==> src/rtl/syscfg_pkg.sv <==
package syscfg_pkg;
  typedef struct packed {
    logic wrFree;
    logic wrProt;
  } cfgStrobe_t;

  localparam logic [7:0] RESET_VAL = 8'h10;
  localparam logic [7:0] FREE_MASK = 8'hC8;
  localparam logic [7:0] PROT_MASK = 8'h33;
endpackage

==> src/rtl/syscfg_ctrl.sv <==
module syscfg_ctrl
  import syscfg_pkg::*;
#(
  parameter int ADDR_W = 8,
  parameter logic [ADDR_W-1:0] REG_ADDR = 'h40,
  parameter int WINDOW = 64
) (
  input  logic              clk,
  input  logic              rstN,
  input  logic              testMode,
  input  logic [ADDR_W-1:0] busAddr,
  input  logic              busWrEn,
  output cfgStrobe_t        strobe,
  output logic              rdHit,
  output logic              lockClosed
);
  localparam int CW = $clog2(WINDOW + 1);

  logic [CW-1:0] winCnt;
  logic          usedQ;
  logic          wrHit;
  logic          winDone;

  assign rdHit   = (busAddr == REG_ADDR);
  assign wrHit   = busWrEn && rdHit;
  assign winDone = (winCnt == CW'(WINDOW));
  assign lockClosed = usedQ || winDone;

  always_ff @(posedge clk or negedge rstN) begin
    if (!rstN) begin
      winCnt <= '0;
      usedQ  <= 1'b0;
    end else begin
      if (!winDone) winCnt <= winCnt + CW'(1);
      if (wrHit) usedQ <= 1'b1;
    end
  end

  always_comb begin
    strobe.wrFree = wrHit;
    strobe.wrProt = wrHit && (testMode || !lockClosed);
  end
endmodule

==> src/rtl/syscfg_data.sv <==
module syscfg_data
  import syscfg_pkg::*;
#(
  parameter int SETTLE_CYCLES = 200
) (
  input  logic       clk,
  input  logic       rstN,
  input  cfgStrobe_t strobe,
  input  logic [7:0] wrData,
  input  logic       rdHit,
  output logic [7:0] cfgQ,
  output logic [7:0] rdData,
  output logic       convReady
);
  localparam int SW = $clog2(SETTLE_CYCLES + 1);

  logic [7:0]    regQ;
  logic [7:0]    wrMask;
  logic [SW-1:0] settleCnt;
  logic          settled;

  always_comb begin
    wrMask = '0;
    if (strobe.wrFree) wrMask = wrMask | FREE_MASK;
    if (strobe.wrProt) wrMask = wrMask | PROT_MASK;
  end

  always_ff @(posedge clk or negedge rstN) begin
    if (!rstN) regQ <= RESET_VAL;
    else       regQ <= (regQ & ~wrMask) | (wrData & wrMask);
  end

  assign settled = (settleCnt == SW'(SETTLE_CYCLES));

  always_ff @(posedge clk or negedge rstN) begin
    if (!rstN)             settleCnt <= '0;
    else if (!regQ[7])     settleCnt <= '0;
    else if (!settled)     settleCnt <= settleCnt + SW'(1);
  end

  assign convReady = regQ[7] && settled;
  assign cfgQ      = regQ;
  assign rdData    = rdHit ? regQ : 8'h00;
endmodule

==> src/rtl/syscfg_guard.sv <==
module syscfg_guard
  import syscfg_pkg::*;
#(
  parameter int ADDR_W = 8,
  parameter logic [ADDR_W-1:0] REG_ADDR = 'h40,
  parameter int WINDOW = 64,
  parameter int SETTLE_CYCLES = 200
) (
  input  logic              clk,
  input  logic              rstN,
  input  logic              testMode,
  input  logic [ADDR_W-1:0] busAddr,
  input  logic [7:0]        busWrData,
  input  logic              busWrEn,
  output logic [7:0]        busRdData,
  output logic              cfgConvPwr,
  output logic              cfgClkSel,
  output logic              cfgIrqEdge,
  output logic              cfgOscDelay,
  output logic              cfgMonEn,
  output logic [1:0]        cfgRate,
  output logic              convReady
);
  cfgStrobe_t ctrlStrobe;
  logic       rdHit;
  logic       lockClosed;
  logic [7:0] cfgQ;

  syscfg_ctrl #(.ADDR_W(ADDR_W), .REG_ADDR(REG_ADDR), .WINDOW(WINDOW)) u_ctrl (
    .clk(clk), .rstN(rstN), .testMode(testMode), .busAddr(busAddr),
    .busWrEn(busWrEn), .strobe(ctrlStrobe), .rdHit(rdHit), .lockClosed(lockClosed)
  );

  syscfg_data #(.SETTLE_CYCLES(SETTLE_CYCLES)) u_data (
    .clk(clk), .rstN(rstN), .strobe(ctrlStrobe), .wrData(busWrData),
    .rdHit(rdHit), .cfgQ(cfgQ), .rdData(busRdData), .convReady(convReady)
  );

  assign cfgConvPwr  = cfgQ[7];
  assign cfgClkSel   = cfgQ[6];
  assign cfgIrqEdge  = cfgQ[5];
  assign cfgOscDelay = cfgQ[4];
  assign cfgMonEn    = cfgQ[3];
  assign cfgRate     = cfgQ[1:0];
endmodule

==> config.mk <==
export PLATFORM = sky130hd
export DESIGN_NAME = syscfg_guard
export DESIGN_NICKNAME = d
export VERILOG_FILES = /design/src/rtl/syscfg_pkg.sv /design/src/rtl/syscfg_ctrl.sv /design/src/rtl/syscfg_data.sv /design/src/rtl/syscfg_guard.sv
export SDC_FILE = /design/constraint.sdc
export NUM_CORES = 1
export LEC_CHECK = 0
export ABC_AREA = 1
export BUFFER_PORTS_ARGS = -buffer_cell sky130_fd_sc_hd__buf_2
export CORE_UTILIZATION = 25
export DETAILED_ROUTE_END_ITERATION = 10
export SLEW_MARGIN = 10
export SYNTH_ARGS = -nofsm -noshare
export SYNTH_HDL_FRONTEND = slang
export SYNTH_SLANG_ARGS = --single-unit
==> constraint.sdc <==
create_clock -name clk -period 3 [get_ports clk]
set_input_delay 0.3 -clock clk [delete_from_list [all_inputs] [get_ports clk]]
set_output_delay 0.3 -clock clk [all_outputs]
set_load 0.01 [all_outputs]
* Word-level counts from Yosys, hierarchy flattened
Index checks and enable logic that the tools add are counted. W data, S select, Z words.
Storage, ports and cells: bits in registers 24, input bits 20, output and inout bits 16, logic and storage cells 25
Cells by class: add/sub/neg operators 2, equality and inequality tests 4, mux-type cells 5, bitwise operators 4, reductions and logical operators 6
Operators by type and width (count):
- $mux W8 | 4
- $and A8 B8 Y8 | 2
- $add A8 B1 Y8 const B | 1
- $eq A8 B7 Y1 const B | 1
- $eq A8 B8 Y1 const B | 1
- $not A8 Y8 | 1
- $or A8 B8 Y8 | 1
- $add A7 B1 Y7 const B | 1
- $eq A7 B7 Y1 const B | 1
- $mux W6 | 1
- $logic_and A1 B1 Y1 | 3
- $logic_or A1 B1 Y1 | 2
- $ne A2 B2 Y1 const B | 1
- $logic_not A1 Y1 | 1

* Longest topological paths before layout
Gate-level depths: netlist of run 1.
word-level depth 9, gate-level depth with buffers 10

* Cells and area by module
From an unflattened synthesis of run 1, not the netlist that was laid out.
Unflattened totals: cells, all modules 151, area total of the unflattened synthesis 1232.4 um^2
By module, submodules not included:
- syscfg_data | times used 1, cells an instance 94, area each 782.0 um^2, sequential area each 376.6 um^2
- syscfg_ctrl | times used 1, cells an instance 57, area each 450.4 um^2, sequential area each 200.2 um^2

* Worst setup path after synthesis of run 1
No wires, ideal clock.
path type register to output, start reg u_data.settleCnt[0], end out convReady, arrival time 1.080 ns, data required time 2.700 ns, slack 1.620 ns, stages on the path, launching flop included 7, path through dfrtp_1 inv_1 ha_1 nand2_1 nor3_1 nand3_1 nor2_2
On the way: cells in the longest elaborated chain, start to end 2
RTL lines:
- start, declared | line syscfg_data.sv:19 | logic [SW-1:0] settleCnt;
- start signal, assigned | line syscfg_data.sv:38 | else if (!settled) settleCnt <= settleCnt + SW'(1);
- $eq A8 B8 Y1 | line syscfg_data.sv:33 | assign settled = (settleCnt == SW'(SETTLE_CYCLES));
- $logic_and A1 B1 Y1 | line syscfg_data.sv:41 | assign convReady = regQ[7] && settled;
- end, declared | line syscfg_guard.sv:22 | output logic convReady
No other way between the ends.

* Worst setup path after layout of run 1
Ends and elaborated chain as after synthesis.

==> results of run 1 <==
## power breakdown
part | total [uW] | leakage (uW) | switching [uW] | internal [uW]
clock | 192 | 0.0000255 | 99.6 | 92.7
sequential | 404 | 0.000273 | 45.9 | 358
combinational | 160 | 0.000546 | 89.8 | 70.0
total | 756 | 0.000844 | 235 | 521
## critical path, stage by stage, from the launching register on
cell	delay (ps)
sky130_fd_sc_hd__dfrtp_1	420
sky130_fd_sc_hd__inv_1	90
sky130_fd_sc_hd__ha_1	160
sky130_fd_sc_hd__nand2_1	50
sky130_fd_sc_hd__nor3_1	130
sky130_fd_sc_hd__nand3_1	170
sky130_fd_sc_hd__nor2_2	170
sky130_fd_sc_hd__buf_2	150
## cells in the final DEF (no fill, tap or decap), types with 2 or more instances in the layout
cell type / Yosys / final
sky130_fd_sc_hd__nor3_1: 3 / 3
sky130_fd_sc_hd__dfrtp_1: 22 / 22
sky130_fd_sc_hd__o21ai_1: 2 / 2
sky130_fd_sc_hd__a21oi_1: 3 / 3
sky130_fd_sc_hd__xnor2_1: 2 / 2
sky130_fd_sc_hd__nand2_1: 33 / 33
sky130_fd_sc_hd__clkbuf_8: 0 / 3
sky130_fd_sc_hd__o21ai_0: 5 / 5
sky130_fd_sc_hd__inv_1: 30 / 30
sky130_fd_sc_hd__nor2_2: 4 / 4
sky130_fd_sc_hd__or2_2: 2 / 2
sky130_fd_sc_hd__xor2_1: 4 / 4
sky130_fd_sc_hd__ha_1: 4 / 4
sky130_fd_sc_hd__buf_2: 0 / 33
sky130_fd_sc_hd__nor2_1: 16 / 16
sky130_fd_sc_hd__nand3_1: 12 / 12
## metal layers
metal  GRT usage, %  vias to the layer above  share of wire (%)
met2           16.3                       18                 46
met3           3.38                        2                4.9
met4           2.61                        0               0.83
li1               -                      519                  -
met1           11.7                      448                 48
met5              0                        -                  0
## final timing paths
kind,slack [ps],to,cells past startpoint,from
min reg2reg,460,u_ctrl.usedQ$_DFFE_PN0N_,2,u_ctrl.usedQ$_DFFE_PN0N_
min,-10,u_data.settleCnt[6]$_DFFE_PN0N_,1,rstN
max in group asynchronous,2650,async pin,1,rstN
max,1100,convReady,7,u_data.settleCnt[0]$_DFFE_PN0N_
max reg2reg,1610,flip-flop,10,u_ctrl.winCnt[0]$_DFFE_PN0P_
min in group clk,250,flip-flop,3,busWrData[6]
## cell usage after synthesis
library cell                n
sky130_fd_sc_hd__nand4_1    1
sky130_fd_sc_hd__buf_6      1
sky130_fd_sc_hd__nor2_2     4
sky130_fd_sc_hd__ha_1       4
sky130_fd_sc_hd__dfstp_2    1
sky130_fd_sc_hd__nor2_4     1
sky130_fd_sc_hd__dfrtp_1   22
sky130_fd_sc_hd__o21ai_0    5
sky130_fd_sc_hd__nand2_4    1
sky130_fd_sc_hd__buf_4      1
sky130_fd_sc_hd__o21ai_1    2
sky130_fd_sc_hd__nand2_2    1
sky130_fd_sc_hd__inv_1     30
sky130_fd_sc_hd__or2_2      2
sky130_fd_sc_hd__clkbuf_1   1
sky130_fd_sc_hd__conb_1     1
sky130_fd_sc_hd__a21oi_1    3
sky130_fd_sc_hd__nor3_1     3
sky130_fd_sc_hd__nand2_1   33
sky130_fd_sc_hd__xnor2_1    2
sky130_fd_sc_hd__nand3_1   12
sky130_fd_sc_hd__nand3_2    1
sky130_fd_sc_hd__nor2_1    16
sky130_fd_sc_hd__xor2_1     4
## kinds of logic (layout without fill, tap and decap cells)
logic type	Yosys count	after routing	share of synthesized area, %
adder cells (fa/ha/maj)	4	4	4.14
AO/OA/AOI/OAI	10	10	4.14
flip-flops	23	23	47.7
AND/OR/NAND/NOR	75	75	28.2
XOR/XNOR	6	6	4.34
buffers and inverters	33	67	11.2
other	1	1	0.310
## final cells by class
type | instances | share of cell area [%]
clock inverter | 1 | 0.342
multi-input combinational | 96 | 34.0
clock buffer | 3 | 2.82
timing repair buffer | 33 | 11.3
sequential | 23 | 39.4
inverter | 30 | 7.69
tap | 52 | 4.44
## through the flow
step | cell area [sq um] | std cells
finish | 1460 | 238
global route | 1460 | 238
CTS | 1460 | 238
detailed placement | 1420 | 234
global placement | 1420 | 234
floorplan | 1210 | 152
==> qor.tcl, run 1 <==
set qor(dp.final_hpwl_microns) 1720
set qor(viasPerCell) 4.15
set qor(floorplan.io_pins) 36
set qor(dp_worst_setup_slack_ps) 1400
set qor(fin_nets) 211
set qor(cts_inserted_buffers) 3
set qor(post-route-drc-count) 0
set qor(synth_area_per_inst_sq_um) 7.96
set qor(number_of_global_route_vias_before_repair) 917
set qor(wire_per_inst_microns) 9.09
set qor(startpoint_type) {flip-flop}
set qor(synth_cell_type_count) 24
set qor(p_leak_uw) 0.000844
set qor(netlist_area_sq_um) 1210
set qor(synth_area_leaders) {sky130_fd_sc_hd__dfrtp_1 (46%), sky130_fd_sc_hd__nand2_1 (10%), sky130_fd_sc_hd__inv_1 (9.3%)}
set qor(cts.path.max_buffers) 2
set qor(power.density_nw_per_um2) 516
set qor(finalCoreUtilization_pct) 32.5
set qor(critical_path_class) {reg -> out}
set qor(area_growth_syn_to_layout_pct) 21.0
set qor(synthCells) 152
set qor(nFillCells) 508
set qor(synthDominantCellAreaShare_pct) 45.5
set qor(register_area_sq_um) 577
set qor(mappedNetlistNets) 176
set qor(final-setup-viol-count) 0
set qor(post_cts_hold_buffer_count) 0
set qor(drt-pass1-iter-count) 4
set qor(die_area_sq_um) 5120
set qor(tritoncts) {done}
set qor(grt_pass1_wl_microns) 3880
set qor(multiInputGateArea_sq_um) 498
set qor(worst_ep_arrival_time_ps) 1600
set qor(clock_skew_ps) 3.26
set qor(number_of_nets_still_failing_antenna_checks_after_routing) 0
set qor(start_util_pct) 26.9
set qor(timing.setup.tns_ps) 0
set qor(std_cell_rows) 24
set qor(status) {finished, violations left}
set qor(place.port_buffers) 33
set qor(cts_resized) 0
set qor(slew_viol_final) 0
set qor(clkSlewWorstSetupHoldPaths_ps) 80
set qor(synth-seq-cells) 23
set qor(cp_data_required_time_ps) 2700
set qor(die_h_microns) 71.6
set qor(worstSetupEndpointType) {primary output}
set qor(total_power_uw) 756
set qor(tritoncts_num_sinks) 23
set qor(hold_path_class) {in -> async}
set qor(grt_start_max_net_pins) 24
set qor(detail_route.wirelength_microns) 2160
set qor(layout_worst_path_cycle_share_pct) 63.5
set qor(first_iter_violations) 7
set qor(clock-root-buffer) {sky130_fd_sc_hd__clkbuf_8}
set qor(postLayoutSetupSlackWorst_ps) 1100
set qor(design.core.area_sq_um) 4500
set qor(max_freq_ghz) 0.525
set qor(top_cell_type_by_total_area_after_synthesis) {sky130_fd_sc_hd__dfrtp_1}
set qor(cts-htree-levels) 1
set qor(antenna_cells_inserted) 0
set qor(overflow_after_grt) 0
set qor(antenna_found_initial) 0
set qor(layout_min_cycle_time_ps) 1900
set qor(violations_in_the_final_reports) {negative hold slack}
set qor(clk_lat_worst_skew_ps) 260
set qor(gr-usage-all-layers_pct) 9.63
set qor(vdd_drop_max_v) 0.000239
set qor(post_cts_setup_inserts) 0
set qor(die-width_microns) 71.6
set qor(finalHoldViolCount) 22
set qor(rsz0062_at_grt) {no}
set qor(synth_sequential_area_ratio_pct) 47.7
set qor(synth_warnings) 0
set qor(gpl.final_weighted_congestion) 0.782
set qor(highest_fanout_seen_on_the_critical_path) 4
set qor(maxCapViolations) 0
set qor(route.vias.total) 987
set qor(drive_gt1_share_pct) 25.8
set qor(final.hold.worst_slack_ps) -10.1
(Power assumes the default switching activity.)
==> inputs of run 2 (changes only) <==
- clock period: 3 -> 1.6 ns (I/O delays scaled with it)
==> qor.tcl, run 2 (synthesis gave the netlist of run 1 again) <==
set qor(status) {finished clean}
set qor(floorplan.io_pins) 36 ;# unchanged
set qor(vdd_drop_max_v) 0.000533 ;# +120%
set qor(start_util_pct) 26.9 ;# unchanged
set qor(p_leak_uw) 0.000874 ;# +3.5%
set qor(timing.critical_path.to) {convReady}
set qor(area_growth_syn_to_layout_pct) 25.7
set qor(cp_data_required_time_ps) 1440 ;# -1260 ps
set qor(worstSetupEndpointType) {primary output}
set qor(gpl.final_weighted_congestion) 0.777 ;# -0.70%
set qor(r2r_cells) 10 ;# unchanged
set qor(nFillCells) 476 ;# -6.3%
set qor(max_freq_ghz) 0.630
set qor(grt_start_max_net_pins) 24 ;# unchanged
set qor(setup.worst_path.start) {u_data.settleCnt[0]$_DFFE_PN0N_}
set qor(startpoint_type) {flip-flop}
set qor(timing_worst_slew_pin_value_ps) 505
set qor(dpl-instance-area_sq_um) 1430 ;# +0.53%
set qor(antenna_cells_inserted) 0 ;# unchanged
set qor(die-width_microns) 71.6 ;# unchanged
set qor(final.hold.worst_slack_ps) 103 ;# +113 ps
set qor(fin_nets) 217 ;# +2.8%
set qor(die_h_microns) 71.6 ;# unchanged
set qor(cts.path.max_buffers) 2 ;# unchanged
set qor(highest_fanout_seen_on_the_critical_path) 2 ;# -2
set qor(clkSlewWorstSetupHoldPaths_ps) 90 ;# about the same
set qor(antenna_found_initial) 0 ;# unchanged
set qor(layout_min_cycle_time_ps) 1590
set qor(std_cell_rows) 24 ;# unchanged
set qor(cts-htree-levels) 1 ;# unchanged
set qor(layout_worst_path_cycle_share_pct) 99.1
set qor(r2r-start) {u_ctrl.winCnt[0]$_DFFE_PN0P_}
set qor(r2r_setup_slack_ps) 180 ;# -1430 ps
set qor(slew_headroom_pct) 66.3
set qor(maxCapViolations) 0 ;# unchanged
set qor(finalHoldViolCount) 0 ;# -100%
set qor(clock_skew_ps) 6.01 ;# +2.74 ps
set qor(timing.critical_path.slowest_cell_delay_ps) 400 ;# -20 ps
set qor(number_of_global_route_vias_before_repair) 971 ;# +5.9%
set qor(cts_inserted_buffers) 3 ;# unchanged
set qor(power.density_nw_per_um2) 967 ;# +87%
set qor(finalCoreUtilization_pct) 33.8 ;# +1.3 points
set qor(place.port_buffers) 33 ;# unchanged
set qor(rsz0062_at_grt) {yes}
set qor(layout_common_cells) {sky130_fd_sc_hd__nand2_1 (33), sky130_fd_sc_hd__buf_2 (33), sky130_fd_sc_hd__inv_1 (29), sky130_fd_sc_hd__dfrtp_1 (22), sky130_fd_sc_hd__nor2_1 (16)}
set qor(detail_route.wirelength_microns) 2340 ;# +8.0%
set qor(gr-usage-all-layers_pct) 10.3 ;# +0.66 points
set qor(hold_path_class) {in -> reg}
set qor(design.core.area_sq_um) 4500 ;# unchanged
set qor(tritoncts) {done}
set qor(worst_ep_arrival_time_ps) 1430 ;# -170 ps
set qor(tritoncts_num_sinks) 23 ;# unchanged
set qor(grt_pass1_wl_microns) 4150 ;# +7.1%
set qor(dp.final_hpwl_microns) 1690 ;# -1.8%
set qor(number_of_nets_still_failing_antenna_checks_after_routing) 0 ;# unchanged
set qor(final-setup-viol-count) 0 ;# unchanged
set qor(post-route-drc-count) 0 ;# unchanged
set qor(critical_path_class) {reg -> out}
set qor(first_iter_violations) 31 ;# +24
set qor(clock-root-buffer) {sky130_fd_sc_hd__clkbuf_8}
set qor(drive_gt1_share_pct) 29.2 ;# +3.4 points
set qor(die_area_sq_um) 5120 ;# unchanged
set qor(final_cell_area_sq_um) 1520 ;# +3.9%
set qor(drt-pass1-iter-count) 4 ;# unchanged
set qor(overflow_after_grt) 0 ;# unchanged
set qor(critical_path.cell_chain) {inv_2 > ha_1 > nand2_1 > nor3_2 > nand3_2 > nor2_2 > buf_2}
set qor(worst_path_max_delay_cell) {sky130_fd_sc_hd__dfrtp_1}
set qor(wire_per_inst_microns) 9.58 ;# +5.3%
set qor(route.vias.total) 1039 ;# +5.3%
set qor(slew_viol_final) 0 ;# unchanged
set qor(viasPerCell) 4.26 ;# +2.7%
set qor(clk_lat_worst_skew_ps) 260 ;# about the same
-- run 2: cell types whose count changed in the layout (fill, tap and decap cells not counted), sizes merged --
cell         delta
buf             +5
dlygate4sd3     +1
-- run 2: routing by layer --
| layer | global-route usage [%] | vias up | part of all wire [%] | wire (microns) |
|---|---|---|---|---|
| met3 | 2.95 | 2 | 3.9 | 91 |
| met4 | 3.27 | 0 | 1.2 | 29 |
| met2 | 17.7 | 20 | 47 | 1110 |
| li1 | - | 536 | - | - |
| met1 | 12.5 | 481 | 47 | 1110 |
| met5 | 0 | - | 0 | 0 |
-- run 2: cell type report --
cell class,instances,area [sq um],area share [%]
clock buffer,3,41.3,2.71
multi-input combinational,96,508,33.4
clock inverter,1,5.00,0.329
sequential,23,577,37.9
tap,52,65.1,4.28
inverter,30,113,7.40
timing repair buffer,39,213,14.0
-- run 2: power breakdown --
| part | switching (uW) | internal [uW] |
|---|---|---|
| combinational | 193 | 162 |
| clock | 186 | 174 |
| sequential | 84.6 | 671 |
| total | 464 | 1010 |
-- run 2: worst min path at each step --
stage	from	to	slack, ps	cells after the start
floorplan	rstN	async pin	-140	0
global placement	rstN	u_data.settleCnt[6]$_DFFE_PN0N_	170	1
detailed placement	rstN	u_data.settleCnt[6]$_DFFE_PN0N_	170	1
CTS	busWrData[3]	flip-flop	90	3
global route	busWrData[3]	flip-flop	90	3
finish	busWrData[3]	flip-flop	100	3
-- run 2: worst max-delay path, delay by kind of cell, from the launching register on --
kind          cells  cell delay (ps)
simple gates      4              410
buf+inv           2              200
fa+ha+maj         1              150
flops             1              400
-- run 2: per-stage QoR --
step	instances	setup TNS, ps	setup WS [ps]	total power (uW)
2_1_floorplan	152	0	335	970
3_3_place_gp	235	0	152	1060
3_5_place_dp	235	0	155	1070
4_1_cts	244	-27.9	-27.9	1480
5_1_grt	244	-110	-110	1590
6_report	244	0	13.6	1470
-- run 2: repair_timing --
item	CTS	global route
setup buffers	4	0
setup endpoints to repair	1	1
gates resized for setup	0	3
hold buffers	1	0
hold endpoints to repair	22	0
pin swaps	2	2
==> inputs of run 3 (changes only) <==
- BUFFER_PORTS_ARGS: -buffer_cell sky130_fd_sc_hd__buf_2 -> default
- DONT_BUFFER_PORTS: default -> 1
==> qor.tcl, run 3 (synthesis gave the netlist of run 1 again) <==
set qor(hp-start) {busWrData[7]}
set qor(finalHoldViolCount) 0 ;# unchanged
set qor(postLayoutSetupSlackWorst_ps) 77.7 ;# +64.1 ps
set qor(hold_path_class) {in -> reg}
set qor(nFillCells) 491 ;# +3.2%
set qor(multiInputGateArea_sq_um) 513 ;# +0.99%
set qor(status) {finished clean}
set qor(cts-htree-levels) 1 ;# unchanged
set qor(drt-pass1-iter-count) 4 ;# unchanged
set qor(max_freq_ghz) 0.657 ;# +4.2%
set qor(design.core.area_sq_um) 4500 ;# unchanged
set qor(die_h_microns) 71.6 ;# unchanged
set qor(register_area_sq_um) 577 ;# unchanged
set qor(grt_pass1_wl_microns) 3740 ;# -10%
set qor(viasPerCell) 4.24 ;# -0.50%
set qor(route.vias.total) 894 ;# -14%
set qor(p_sw_share_pct) 31.6 ;# +0.10 points
set qor(cp_data_required_time_ps) 1440 ;# about the same
set qor(timing_worst_slew_pin_value_ps) 1030 ;# +524 ps
set qor(die_area_sq_um) 5120 ;# unchanged
set qor(gpl.final_weighted_congestion) 0.746 ;# -3.9%
set qor(slew_headroom_pct) 31.2 ;# -35 points
set qor(layout_min_cycle_time_ps) 1520 ;# -64.1 ps
set qor(power.share.combinational_pct) 22.1 ;# -2.0 points
set qor(area_growth_syn_to_layout_pct) 12.7
set qor(drive_gt1_share_pct) 13.8 ;# -15 points
set qor(timing.setup.tns_ps) 0 ;# unchanged
set qor(vdd_drop_max_v) 0.000450 ;# -15%
set qor(overflow_after_grt) 0 ;# unchanged
set qor(r2r-start) {u_data.settleCnt[0]$_DFFE_PN0N_}
set qor(clockPowerShare_pct) 25.1 ;# +0.6 points
set qor(layout_worst_path_cycle_share_pct) 95.1 ;# -4.0 points
set qor(r2r_cells) 9 ;# -1
set qor(cts.path.max_buffers) 2 ;# unchanged
set qor(rsz0062_at_grt) {yes}
set qor(cts_inserted_buffers) 3 ;# unchanged
set qor(setup.worst_path.start) {u_data.settleCnt[0]$_DFFE_PN0N_}
set qor(grt_start_max_net_pins) 24 ;# unchanged
set qor(power.density_nw_per_um2) 1060 ;# +9.3%
set qor(critical_path_class) {reg -> out}
set qor(wire_per_inst_microns) 10.3 ;# +7.8%
set qor(clock-root-buffer) {sky130_fd_sc_hd__clkbuf_8}
set qor(place.port_buffers) 0 ;# -100%
set qor(final-setup-viol-count) 0 ;# unchanged
set qor(highest_fanout_seen_on_the_critical_path) 3 ;# +1
set qor(number_of_nets_still_failing_antenna_checks_after_routing) 0 ;# unchanged
set qor(std_cell_rows) 24 ;# unchanged
set qor(p_int_uw) 985 ;# -2.2%
set qor(post-route-drc-count) 0 ;# unchanged
set qor(slew_viol_final) 0 ;# unchanged
set qor(netSwitchingPower_uw) 456 ;# -1.7%
set qor(tritoncts_num_sinks) 23 ;# unchanged
set qor(number_of_global_route_vias_before_repair) 847 ;# -13%
set qor(worst_ep_arrival_time_ps) 1360 ;# -70 ps
set qor(seq_power_share_pct) 52.8 ;# +1.4 points
set qor(layout_common_cells) {sky130_fd_sc_hd__nand2_1 (33), sky130_fd_sc_hd__inv_1 (29), sky130_fd_sc_hd__dfrtp_1 (22), sky130_fd_sc_hd__nor2_1 (16), sky130_fd_sc_hd__nand3_1 (11)}
set qor(first_iter_violations) 56 ;# +81%
set qor(clock_skew_ps) 9.44 ;# +3.43 ps
set qor(die-width_microns) 71.6 ;# unchanged
set qor(worstSetupEndpointType) {primary output}
set qor(startpoint_type) {flip-flop}
set qor(fin_nets) 184 ;# -15%
set qor(floorplan.io_pins) 36 ;# unchanged
set qor(gr-usage-all-layers_pct) 9.36 ;# -0.94 points
set qor(clk_lat_worst_skew_ps) 270 ;# about the same
set qor(dpl-instance-area_sq_um) 1250 ;# -12%
set qor(final_cell_area_sq_um) 1360 ;# -10%
set qor(start_util_pct) 26.9 ;# unchanged
set qor(timing.hold.worst_path_depth) 2 ;# -1
set qor(antenna_found_initial) 0 ;# unchanged
set qor(antenna_cells_inserted) 0 ;# unchanged
set qor(p_leak_uw) 0.000726 ;# -17%
set qor(clkSlewWorstSetupHoldPaths_ps) 90 ;# about the same
set qor(tritoncts) {done}
set qor(detail_route.wirelength_microns) 2180 ;# -6.8%
set qor(maxCapViolations) 0 ;# unchanged
set qor(layout.cells.most_common) {sky130_fd_sc_hd__nand2_1}
set qor(dp_worst_setup_slack_ps) 194 ;# +39.0 ps
set qor(dp.final_hpwl_microns) 1580 ;# -6.9%
[run 3: cell types whose count changed in the layout (fill, tap and decap cells not counted), sizes merged]
cell         delta
buf            -34
dlygate4sd3     +1
[run 3: repair_timing]
item / 4_1_cts / 5_1_grt
hold buffers: 2 / 0
endpoints found under the hold margin: 24 / 0
cloned: 0 / 0
resized for setup: 1 / 3
setup endpoints to repair: 1 / 4
buffers inserted: 3 / 1
pin swaps: 2 / 2
[run 3: final timing paths]
check                                             endpoint  slack, ps
hold / removal                                   flip-flop         10
setup reg to reg           u_data.settleCnt[0]$_DFFE_PN0N_        160
max in group asynchronous     u_ctrl.winCnt[2]$_DFFE_PN0P_        450
min in group asynchronous  u_data.settleCnt[0]$_DFFE_PN0N_        510
setup / recovery                                 convReady         80
hold reg to reg                   u_ctrl.usedQ$_DFFE_PN0N_        460
[run 3: power by group through the flow]
stage	clock network [uW]	registers (uW)	logic, uW
final	362	761	318
after global routing	402	771	376
after CTS	380	759	291
after detailed placement	0	777	250
after global placement	0	775	242
after floorplan	0	750	220
[run 3: layer usage]
layer  GRT usage [%]  vias up  wire (microns)
li1                -      470               -
met3            2.95        2              94
met2            14.8       18            1030
met4            3.27        0              25
met1            12.1      404            1030
met5               0        -               0
[run 3: per-stage QoR]
step / util (%) / total power (uW) / hold slack, ps / cells
finish: 30.3 / 1440 / 12.3 / 211
global route: 30.3 / 1550 / 15.1 / 211
CTS: 29.9 / 1430 / 5.18 / 210
detailed placement: 27.8 / 1030 / -135 / 201
global placement: 27.8 / 1020 / -135 / 201
floorplan: - / 970 / -136 / 152
[run 3: cell type report]
cell class,count,area share (%)
multi-input cells,96,37.6
clock inverters,1,0.367
repair buffers,6,3.67
clock buffers,3,3.03
inverters,30,8.26
flip-flops and latches,23,42.3
well taps,52,4.77
[run 3: worst max-delay path, stage by stage, from the launching register on]
cell and delay [ps]:
sky130_fd_sc_hd__dfrtp_1 410, sky130_fd_sc_hd__inv_2 60, sky130_fd_sc_hd__ha_1 130, sky130_fd_sc_hd__nand2_1 70
sky130_fd_sc_hd__nor3_2 140, sky130_fd_sc_hd__nand3_2 120, sky130_fd_sc_hd__nor2_4 150
